### src/rtl/hdlc_evt_pkg.sv
package hdlc_evt_pkg;
    localparam int EVT_W   = 16;
    localparam int B_RXBUF = 0;
    localparam int B_TXBUF = 1;
    localparam int B_BUSY  = 2;
    localparam int B_RXFRM = 3;
    localparam int B_TXERR = 4;
    localparam int B_GSTOP = 7;
    localparam int B_IDLE  = 8;
    localparam int B_FLAG  = 9;
    localparam int B_CARR  = 10;
    localparam int B_TXGL  = 11;
    localparam int B_RXGL  = 12;
    localparam logic [EVT_W-1:0] EVT_VALID = 16'h1F9F;

    typedef enum logic [0:0] {
        GS_IDLE  = 1'b0,
        GS_DRAIN = 1'b1
    } gs_state_e;
endpackage

### src/rtl/hdlc_lvl_edge.sv
module hdlc_lvl_edge #(
    parameter int N_LINES = 3,
    parameter int STAGES  = 2
) (
    input  logic               clk,
    input  logic               rst_n,
    input  logic [N_LINES-1:0] lvl_in,
    output logic [N_LINES-1:0] chg_o
);
    localparam int SH_W = STAGES + 1;

    generate
        for (genvar i = 0; i < N_LINES; i++) begin : g_line
            logic [SH_W-1:0] sh_q;
            always_ff @(posedge clk) begin
                if (!rst_n) sh_q <= '0;
                else        sh_q <= {sh_q[SH_W-2:0], lvl_in[i]};
            end
            assign chg_o[i] = sh_q[SH_W-1] ^ sh_q[SH_W-2];
        end
    endgenerate
endmodule

### src/rtl/hdlc_gstop_fsm.sv
module hdlc_gstop_fsm
    import hdlc_evt_pkg::*;
(
    input  logic clk,
    input  logic rst_n,
    input  logic cmd_p,
    input  logic frame_active,
    output logic done_p
);
    gs_state_e state_q, state_d;

    always_ff @(posedge clk) begin
        if (!rst_n) state_q <= GS_IDLE;
        else        state_q <= state_d;
    end

    always_comb begin
        state_d = state_q;
        done_p  = 1'b0;
        unique case (state_q)
            GS_IDLE: begin
                if (cmd_p) begin
                    if (frame_active) state_d = GS_DRAIN;
                    else              done_p  = 1'b1;
                end
            end
            GS_DRAIN: begin
                if (!frame_active) begin
                    done_p  = 1'b1;
                    state_d = GS_IDLE;
                end
            end
        endcase
    end

    AST_GS_ENTER_DRAIN: assert property (@(posedge clk) disable iff (!rst_n)
        (state_q == GS_IDLE && cmd_p && frame_active) |=> (state_q == GS_DRAIN && !done_p) || !frame_active);
    AST_GS_HOLD_BUSY: assert property (@(posedge clk) disable iff (!rst_n)
        (state_q == GS_DRAIN && frame_active) |-> !done_p);
    AST_GS_DONE_RETURNS: assert property (@(posedge clk) disable iff (!rst_n)
        done_p |=> state_q == GS_IDLE);
endmodule

### src/rtl/hdlc_evt_regs.sv
module hdlc_evt_regs
    import hdlc_evt_pkg::*;
(
    input  logic             clk,
    input  logic             rst_n,
    input  logic [EVT_W-1:0] hw_set,
    input  logic             wr_en,
    input  logic             sel,
    input  logic [EVT_W-1:0] wr_data,
    output logic [EVT_W-1:0] rd_data,
    output logic             irq_o
);
    logic [EVT_W-1:0] evt_q, evt_d, msk_q, msk_d, clr_v;
    logic             irq_q;

    always_comb begin
        clr_v = (wr_en && !sel) ? wr_data : '0;
        evt_d = ((evt_q & ~clr_v) | hw_set) & EVT_VALID;
        msk_d = (wr_en && sel) ? (wr_data & EVT_VALID) : msk_q;
    end

    always_ff @(posedge clk) begin
        if (!rst_n) begin
            evt_q <= '0;
            msk_q <= '0;
            irq_q <= 1'b0;
        end else begin
            evt_q <= evt_d;
            msk_q <= msk_d;
            irq_q <= |(evt_q & msk_q);
        end
    end

    assign rd_data = sel ? msk_q : evt_q;
    assign irq_o   = irq_q;

    AST_RSV_ZERO: assert property (@(posedge clk) disable iff (!rst_n)
        ((evt_q | msk_q) & ~EVT_VALID) == '0);
    AST_EVENT_WINS: assert property (@(posedge clk) disable iff (!rst_n)
        (|(hw_set & EVT_VALID)) |=> (evt_q & $past(hw_set & EVT_VALID)) == $past(hw_set & EVT_VALID));
    AST_W1C_CLEARS: assert property (@(posedge clk) disable iff (!rst_n)
        (wr_en && !sel && hw_set == '0) |=> (evt_q & $past(wr_data)) == '0);
    AST_IRQ_TRACKS: assert property (@(posedge clk) disable iff (!rst_n)
        1'b1 |=> irq_o == |($past(evt_q) & $past(msk_q)));
endmodule

### src/rtl/hdlc_evt_irq.sv
module hdlc_evt_irq
    import hdlc_evt_pkg::*;
#(
    parameter int SYNC_STAGES = 2
) (
    input  logic        clk,
    input  logic        rst_n,
    input  logic        reg_wr,
    input  logic        reg_sel,
    input  logic [15:0] reg_wdata,
    output logic [15:0] reg_rdata,
    input  logic        rx_glitch_p,
    input  logic        tx_glitch_p,
    input  logic        cts_lost_p,
    input  logic        tx_underrun_p,
    input  logic        rx_frame_p,
    input  logic        busy_p,
    input  logic        tx_buf_p,
    input  logic        rx_buf_p,
    input  logic        carrier_lvl,
    input  logic        flag_lvl,
    input  logic        idle_lvl,
    input  logic        dpll_en,
    input  logic        gs_cmd_p,
    input  logic        tx_frame_active,
    output logic        irq
);
    localparam int N_LVL = 3;

    logic [N_LVL-1:0] lvl_chg;
    logic             gs_done;
    logic [EVT_W-1:0] hw_set;

    hdlc_lvl_edge #(.N_LINES(N_LVL), .STAGES(SYNC_STAGES)) u_edge (
        .clk    (clk),
        .rst_n  (rst_n),
        .lvl_in ({carrier_lvl, flag_lvl, idle_lvl}),
        .chg_o  (lvl_chg)
    );

    hdlc_gstop_fsm u_gs (
        .clk          (clk),
        .rst_n        (rst_n),
        .cmd_p        (gs_cmd_p),
        .frame_active (tx_frame_active),
        .done_p       (gs_done)
    );

    always_comb begin
        hw_set          = '0;
        hw_set[B_RXBUF] = rx_buf_p;
        hw_set[B_TXBUF] = tx_buf_p;
        hw_set[B_BUSY]  = busy_p;
        hw_set[B_RXFRM] = rx_frame_p;
        hw_set[B_TXERR] = cts_lost_p | tx_underrun_p;
        hw_set[B_GSTOP] = gs_done;
        hw_set[B_IDLE]  = lvl_chg[0];
        hw_set[B_FLAG]  = lvl_chg[1];
        hw_set[B_CARR]  = lvl_chg[2] & dpll_en;
        hw_set[B_TXGL]  = tx_glitch_p;
        hw_set[B_RXGL]  = rx_glitch_p;
    end

    hdlc_evt_regs u_regs (
        .clk     (clk),
        .rst_n   (rst_n),
        .hw_set  (hw_set),
        .wr_en   (reg_wr),
        .sel     (reg_sel),
        .wr_data (reg_wdata),
        .rd_data (reg_rdata),
        .irq_o   (irq)
    );

    AST_CARR_GATED: assert property (@(posedge clk) disable iff (!rst_n)
        !dpll_en |-> !hw_set[B_CARR]);
    AST_TXERR_SOURCES: assert property (@(posedge clk) disable iff (!rst_n)
        (cts_lost_p || tx_underrun_p) |=> reg_sel || reg_rdata[B_TXERR] || $past(reg_wr));
endmodule

### config.mk
export PLATFORM = sky130hd
export DESIGN_NAME = hdlc_evt_irq
export DESIGN_NICKNAME = d
export VERILOG_FILES = /design/src/rtl/hdlc_evt_pkg.sv /design/src/rtl/hdlc_lvl_edge.sv /design/src/rtl/hdlc_gstop_fsm.sv /design/src/rtl/hdlc_evt_regs.sv /design/src/rtl/hdlc_evt_irq.sv
export SDC_FILE = /design/constraint.sdc
export NUM_CORES = 1
export LEC_CHECK = 0
export BUFFER_PORTS_ARGS = -buffer_cell sky130_fd_sc_hd__buf_4
export CORE_MARGIN = 8
export CORE_UTILIZATION = 51
export DETAILED_ROUTE_END_ITERATION = 6
export GPL_TIMING_DRIVEN = 0
export PLACE_DENSITY_LB_ADDON = 0.25
export RECOVER_POWER = 100
export SLEW_MARGIN = 20
export SYNTH_ARGS = -nofsm -noshare
export SYNTH_HDL_FRONTEND = slang
export SYNTH_SLANG_ARGS = --single-unit
export TNS_END_PERCENT = 1
### constraint.sdc
create_clock -name clk -period 2 [get_ports clk]
set_input_delay 0.2 -clock clk [delete_from_list [all_inputs] [get_ports clk]]
set_output_delay 0.2 -clock clk [all_outputs]
set_load 0.01 [all_outputs]
# Yosys cells after proc, flatten, opt, wreduce, memory -nomap -nowiden

Index checks and enable logic that the tools add are counted.

Magnitude comparators: 0
Mux-type cells: 8
Add/sub/neg operators: 0
Reduce and logical (&&, ||, !) cells: 4
Multipliers: 0
Shift operators: 0
Divide/modulo/power cells: 0
Equality and inequality tests: 0
Bitwise operators: 10

Operators with widths:

| operator          | number |
|---|---|
| $and 13x13->13    | 2 |
| $mux 13           | 2 |
| $reduce_or 16->1  | 1 |
| $not 13->13       | 1 |
| $or 13x13->13     | 1 |
| $mux 1            | 4 |
| $pmux 1 s2        | 2 |
| $xor 1x1->1       | 3 |
| $logic_and 1x1->1 | 2 |
| $and 1x1->1       | 1 |
| $logic_not 1->1   | 1 |
| $not 1->1         | 1 |
| $or 1x1->1        | 1 |

Bits of input ports: 34
Bits in read-only memories: 0
Latch bits: 0
Flip-flop bits (word level): 33
Memories: 0
Memory bits (writable): 0
Word-level logic and storage cells: 29
Output and inout port bits: 17

# Depth between registers and ports, before layout

Depth after elaboration: 6
Gate-level depth with buffers: 4
Mapped depth without buffers: 3

# Modules after synthesis

Synthesis repeated with hierarchy kept, for this count alone.

Cell total of the unflattened synthesis: 138
Area total of the unflattened synthesis: 1353.8 µm²

Modules (own cells, without submodules):

| module         | times used | sequential area each (µm²) | area each (µm²) | cells each |
|---|---|---|---|---|
| hdlc_evt_regs  | 1          | 460.4                      | 1034.7          | 111 |
| hdlc_lvl_edge  | 1          | 180.2                      | 262.8           | 21 |
| hdlc_gstop_fsm | 1          | 20.0                       | 40.0            | 3 |
| hdlc_evt_irq   | 1          | 0.0                        | 16.3            | 3 |

# Worst setup path before layout

OpenSTA, ideal clock, no wires.

Path kind: register -> register
From: register u_regs.evt_q[11]
To: register u_regs.irq_q, in the netlist u_regs.irq_o
Cell stages (with the launch flop): 4
Setup time: 0.134 ns
Buffers on the path: 0
Path slack: 1.067 ns
Required time: 1.866 ns
Arrival time: 0.799 ns
Clock period less this slack: 0.933 ns
Cell sequence: dfxtp_1 -> a22o_1 -> a221oi_1 -> a31oi_1

Word-level cells in the longest chain between the ends: 2

Ends and longest elaborated chain:

| item                   | RTL line            | text |
|---|---|---|
| start, declared        | hdlc_evt_regs.sv:13 | `logic [EVT_W-1:0] evt_q, evt_d, msk_q, msk_d, clr_v;` |
| start signal, assigned | hdlc_evt_regs.sv:28 | `evt_q <= evt_d;` |
| $and 13x13->13         | hdlc_evt_regs.sv:30 | `irq_q <= \|(evt_q & msk_q);` |
| $reduce_or 16->1       | hdlc_evt_regs.sv:30 |  |
| end signal, assigned   | hdlc_evt_regs.sv:30 |  |
| end, declared          | hdlc_evt_regs.sv:14 | `logic irq_q;` |

Every way passes these cells.
A chain may end at the register's enable or synchronous reset.

# Worst setup path in the final report

From: register u_regs.msk_q[7]
To: output port reg_rdata[7]

Word-level cells in the longest chain between the ends: 1

Ends and longest elaborated chain:

| item                   | RTL line            | text |
|---|---|---|
| start, declared        | hdlc_evt_regs.sv:13 |  |
| start signal, assigned | hdlc_evt_regs.sv:29 | `msk_q <= msk_d;` |
| $mux 13                | hdlc_evt_regs.sv:34 | `assign rd_data = sel ? msk_q : evt_q;` |
| end, declared          | hdlc_evt_irq.sv:11  | `output logic [15:0] reg_rdata,` |

Every way passes these cells.

==> impl_metrics.py <==
metrics = {
    "run_status": {
        "status": "finished, final reports clean",
    },
    "floorplanning": {
        "die_y_um": 67.5,
        "fp.dieW_um": 67.5,
        "dieArea_mm2": 0.00455,
        "initial_core_util_pct": 54.1,
        "core_area_mm2": 0.00250,
        "rows": 18,
        "ioPinCount": 51,
    },
    "synth": {
        "synth_warnings": 0,
        "syn_inst": 139,
        "ys_types": 23,
        "yosys.area_share.xor_xnor_pct": 1.94,
        "synth_top_family_by_area": "compound AO/OA/AOI/OAI gates",
        "synthAdderAreaFrac_pct": 0,
        "yosysTopAreaCell": "dfxtp_1",
        "syn_area_per_cell_um2": 9.72,
        "synth.area.top_cells": "dfxtp_1 49%, mux2_2 9.2%, nand2_1 6.9%, a21oi_1 5.2%, and2_1 4.6%",
        "synthMuxAreaShare_pct": 9.17,
        "syn-cell-area_mm2": 0.00135,
        "yosysTopAreaCellShare_pct": 48.9,
        "yosysSeqAreaShare_pct": 48.9,
        "synth_seq_cells": 33,
        "synthSimpleGateAreaFrac_pct": 13.1,
        "synth_compound_area_share_pct": 20.2,
    },
    "clocking": {
        "path_clk_slew_ns": 0.09,
        "cts.sinks": 33,
        "cts_setup_buffers": 0,
        "insertion_delay_ns": 0.33,
        "clockRootBuffer": "clkbuf_4",
        "clockBufferDepth": 2,
        "htree_levels": 2,
        "cts_tree": "done",
        "cts_buffers": 5,
        "cts_resized": 0,
        "ctsHoldBuffers": 0,
    },
    "worst_setup_path": {
        "r2r_setup_slack_ns": 0.91,
        "arrival_ns": 1.06,
        "end_kind": "output port",
        "reg2reg_to": "u_regs.irq_o",
        "cp.required_ns": 1.80,
        "critPathLaunchType": "flop",
        "worstReg2RegStart": "u_regs.evt_q[11]",
        "path_max_fanout": 3,
        "rr_worst_depth": 3,
        "critPathKind": "flop to output port",
    },
    "sta": {
        "timing.setup.tns_ns": 0,
        "rsz0062_at_grt": "no",
        "max-slew-margin-rel_pct": 64.9,
        "fmax_mhz": 792,
        "fin_crit_sh_pct": 63.1,
        "final_hold_viol_count": 0,
        "fin_skew_ns": 0.00706,
        "worst_pin_slew_ns": 0.527,
        "finalCriticalPeriod_ns": 1.26,
        "drv_slew": 0,
        "setup_violations": 0,
    },
    "global_route": {
        "antenna_found_initial": 0,
        "track_usage_pct": 14.4,
        "grt_max_degree": 11,
        "grt-ovfl-total": 0,
        "grt_pass1_wl_mm": 5.04,
        "grt_pass1_vias": 1137,
    },
    "power_and_ir_drop": {
        "p_leak_nw": 0.727,
        "power_density_mw_per_mm2": 743,
        "peakVddDrop_v": 0.000578,
    },
    "routing": {
        "drt-pass1-iter-count": 6,
        "drc_errors": 0,
        "routedWlPerCell_um": 13.9,
        "totalWireLength_mm": 3.04,
        "vias_per_cell": 5.05,
        "antenna_left": 0,
        "vias": 1107,
        "drt_iter0_markers": 78,
    },
    "finish": {
        "nNetsFinal": 223,
        "drive_gt1_share_pct": 28.6,
        "area_growth_syn_to_layout_pct": 26.0,
        "final_util_pct": 68.1,
        "n_antenna_cell": 0,
    },
    "worst_hold_path": {
        "hold_start": "rx_buf_p",
        "holdPathStages": 2,
        "hold_class": "primary input to flop",
        "hold_end": "u_regs.evt_q[0]",
    },
    "placed_design": {
        "io_buffers": 39,
        "globalplace.congestion": 0.754,
        "hpwl_mm": 2.32,
    },
    "run": {
        "cap_viol_max_count": 0,
    },
}
==> placed cells by master (no fill, tap or decap) <==
master,n
a31oi_1,1
nor2b_2,1
clkbuf_8,1
a22o_1,2
a21boi_0,8
a21bo_1,3
nor2_1,3
a221oi_1,2
inv_1,1
clkbuf_4,5
o31a_1,1
xnor2_1,2
clkbuf_1,16
buf_2,1
buf_4,34
conb_1,5
dfxtp_1,33
mux2_2,11
xor2_1,1
and2_0,2
o21a_1,7
and2_1,8
a222oi_1,1
a21oi_1,14
nand2_1,25
buf_6,1
==> cell type report <==
type | instances | area, um2
fillers | 224 | 797
flip-flops and latches | 33 | 661
multi-input cells | 97 | 618
repair buffers | 39 | 248
plain buffers | 12 | 80.1
clock buffers | 7 | 55.1
well taps | 30 | 37.5
inverters | 1 | 3.75
==> state kept, by name (all words and copies together), names as in the netlist <==
register	flops
u_regs.irq_o	1
u_regs.msk_q	11
u_regs.evt_q	11
u_edge.g_line.sh_q	9
u_gs.state_q	1
==> per-stage QoR <==
step	instance area (um2)	power, mW	worst slack (ns)	hold WS [ns]	std cells
finish	1700	1.27	0.737	0.0753	219
global route	1700	1.34	0.679	0.0605	219
CTS	1750	1.30	0.712	0.0636	219
detailed placement	1700	0.930	0.793	0.411	212
global placement	1700	0.923	0.806	0.407	212
floorplan	1370	0.835	1.07	0.314	143
==> worst max path at each step <==
stage	to	slack, ns	cells after the start	start
after global placement	reg_rdata[10]	0.81	4	reg_sel
after detailed placement	reg_rdata[7]	0.79	4	reg_sel
final	reg_rdata[7]	0.74	2	u_regs.msk_q[7]
after global routing	reg_rdata[9]	0.68	2	u_regs.evt_q[9]
after CTS	reg_rdata[8]	0.71	2	u_regs.msk_q[8]
after floorplan	u_regs.irq_o	1.07	3	u_regs.evt_q[11]
==> kinds of logic after synthesis <==
group	count (synthesis)
simple gates	39
buf+inv	13
mux	11
xor+xnor	3
compound gates	39
other cells	1
flops	33
==> where the power goes <==
| part | switching (mW) | internal [mW] |
|---|---|---|
| logic | 0.0829 | 0.102 |
| clock network | 0.201 | 0.166 |
| registers | 0.0217 | 0.693 |
| total | 0.306 | 0.960 |
==> routing by layer <==
metal	up-vias	GRT usage, %	part of all wire, %
met5	-	0	0
met4	0	6.01	1.7
met3	7	5.96	8.5
met2	35	25.1	49
met1	503	14.9	41
li1	562	-	-
==> cells in the mapped netlist <==
cell type / count
a21bo_1: 3
a21boi_0: 8
a21oi_1: 14
a221oi_1: 2
a222oi_1: 1
a22o_1: 2
a31oi_1: 1
and2_1: 10
buf_2: 3
buf_4: 7
buf_6: 1
clkbuf_2: 1
conb_1: 1
dfxtp_1: 33
inv_1: 1
mux2_2: 11
nand2_1: 25
nor2_1: 3
nor2b_2: 1
o21a_1: 7
o31a_1: 1
xnor2_1: 2
xor2_1: 1
==> critical path: stages (launching register included) <==
cell      delay (ns)
dfxtp_1         0.34
mux2_2          0.27
clkbuf_1        0.14
Note: power is estimated with default switching activity, not from simulation.
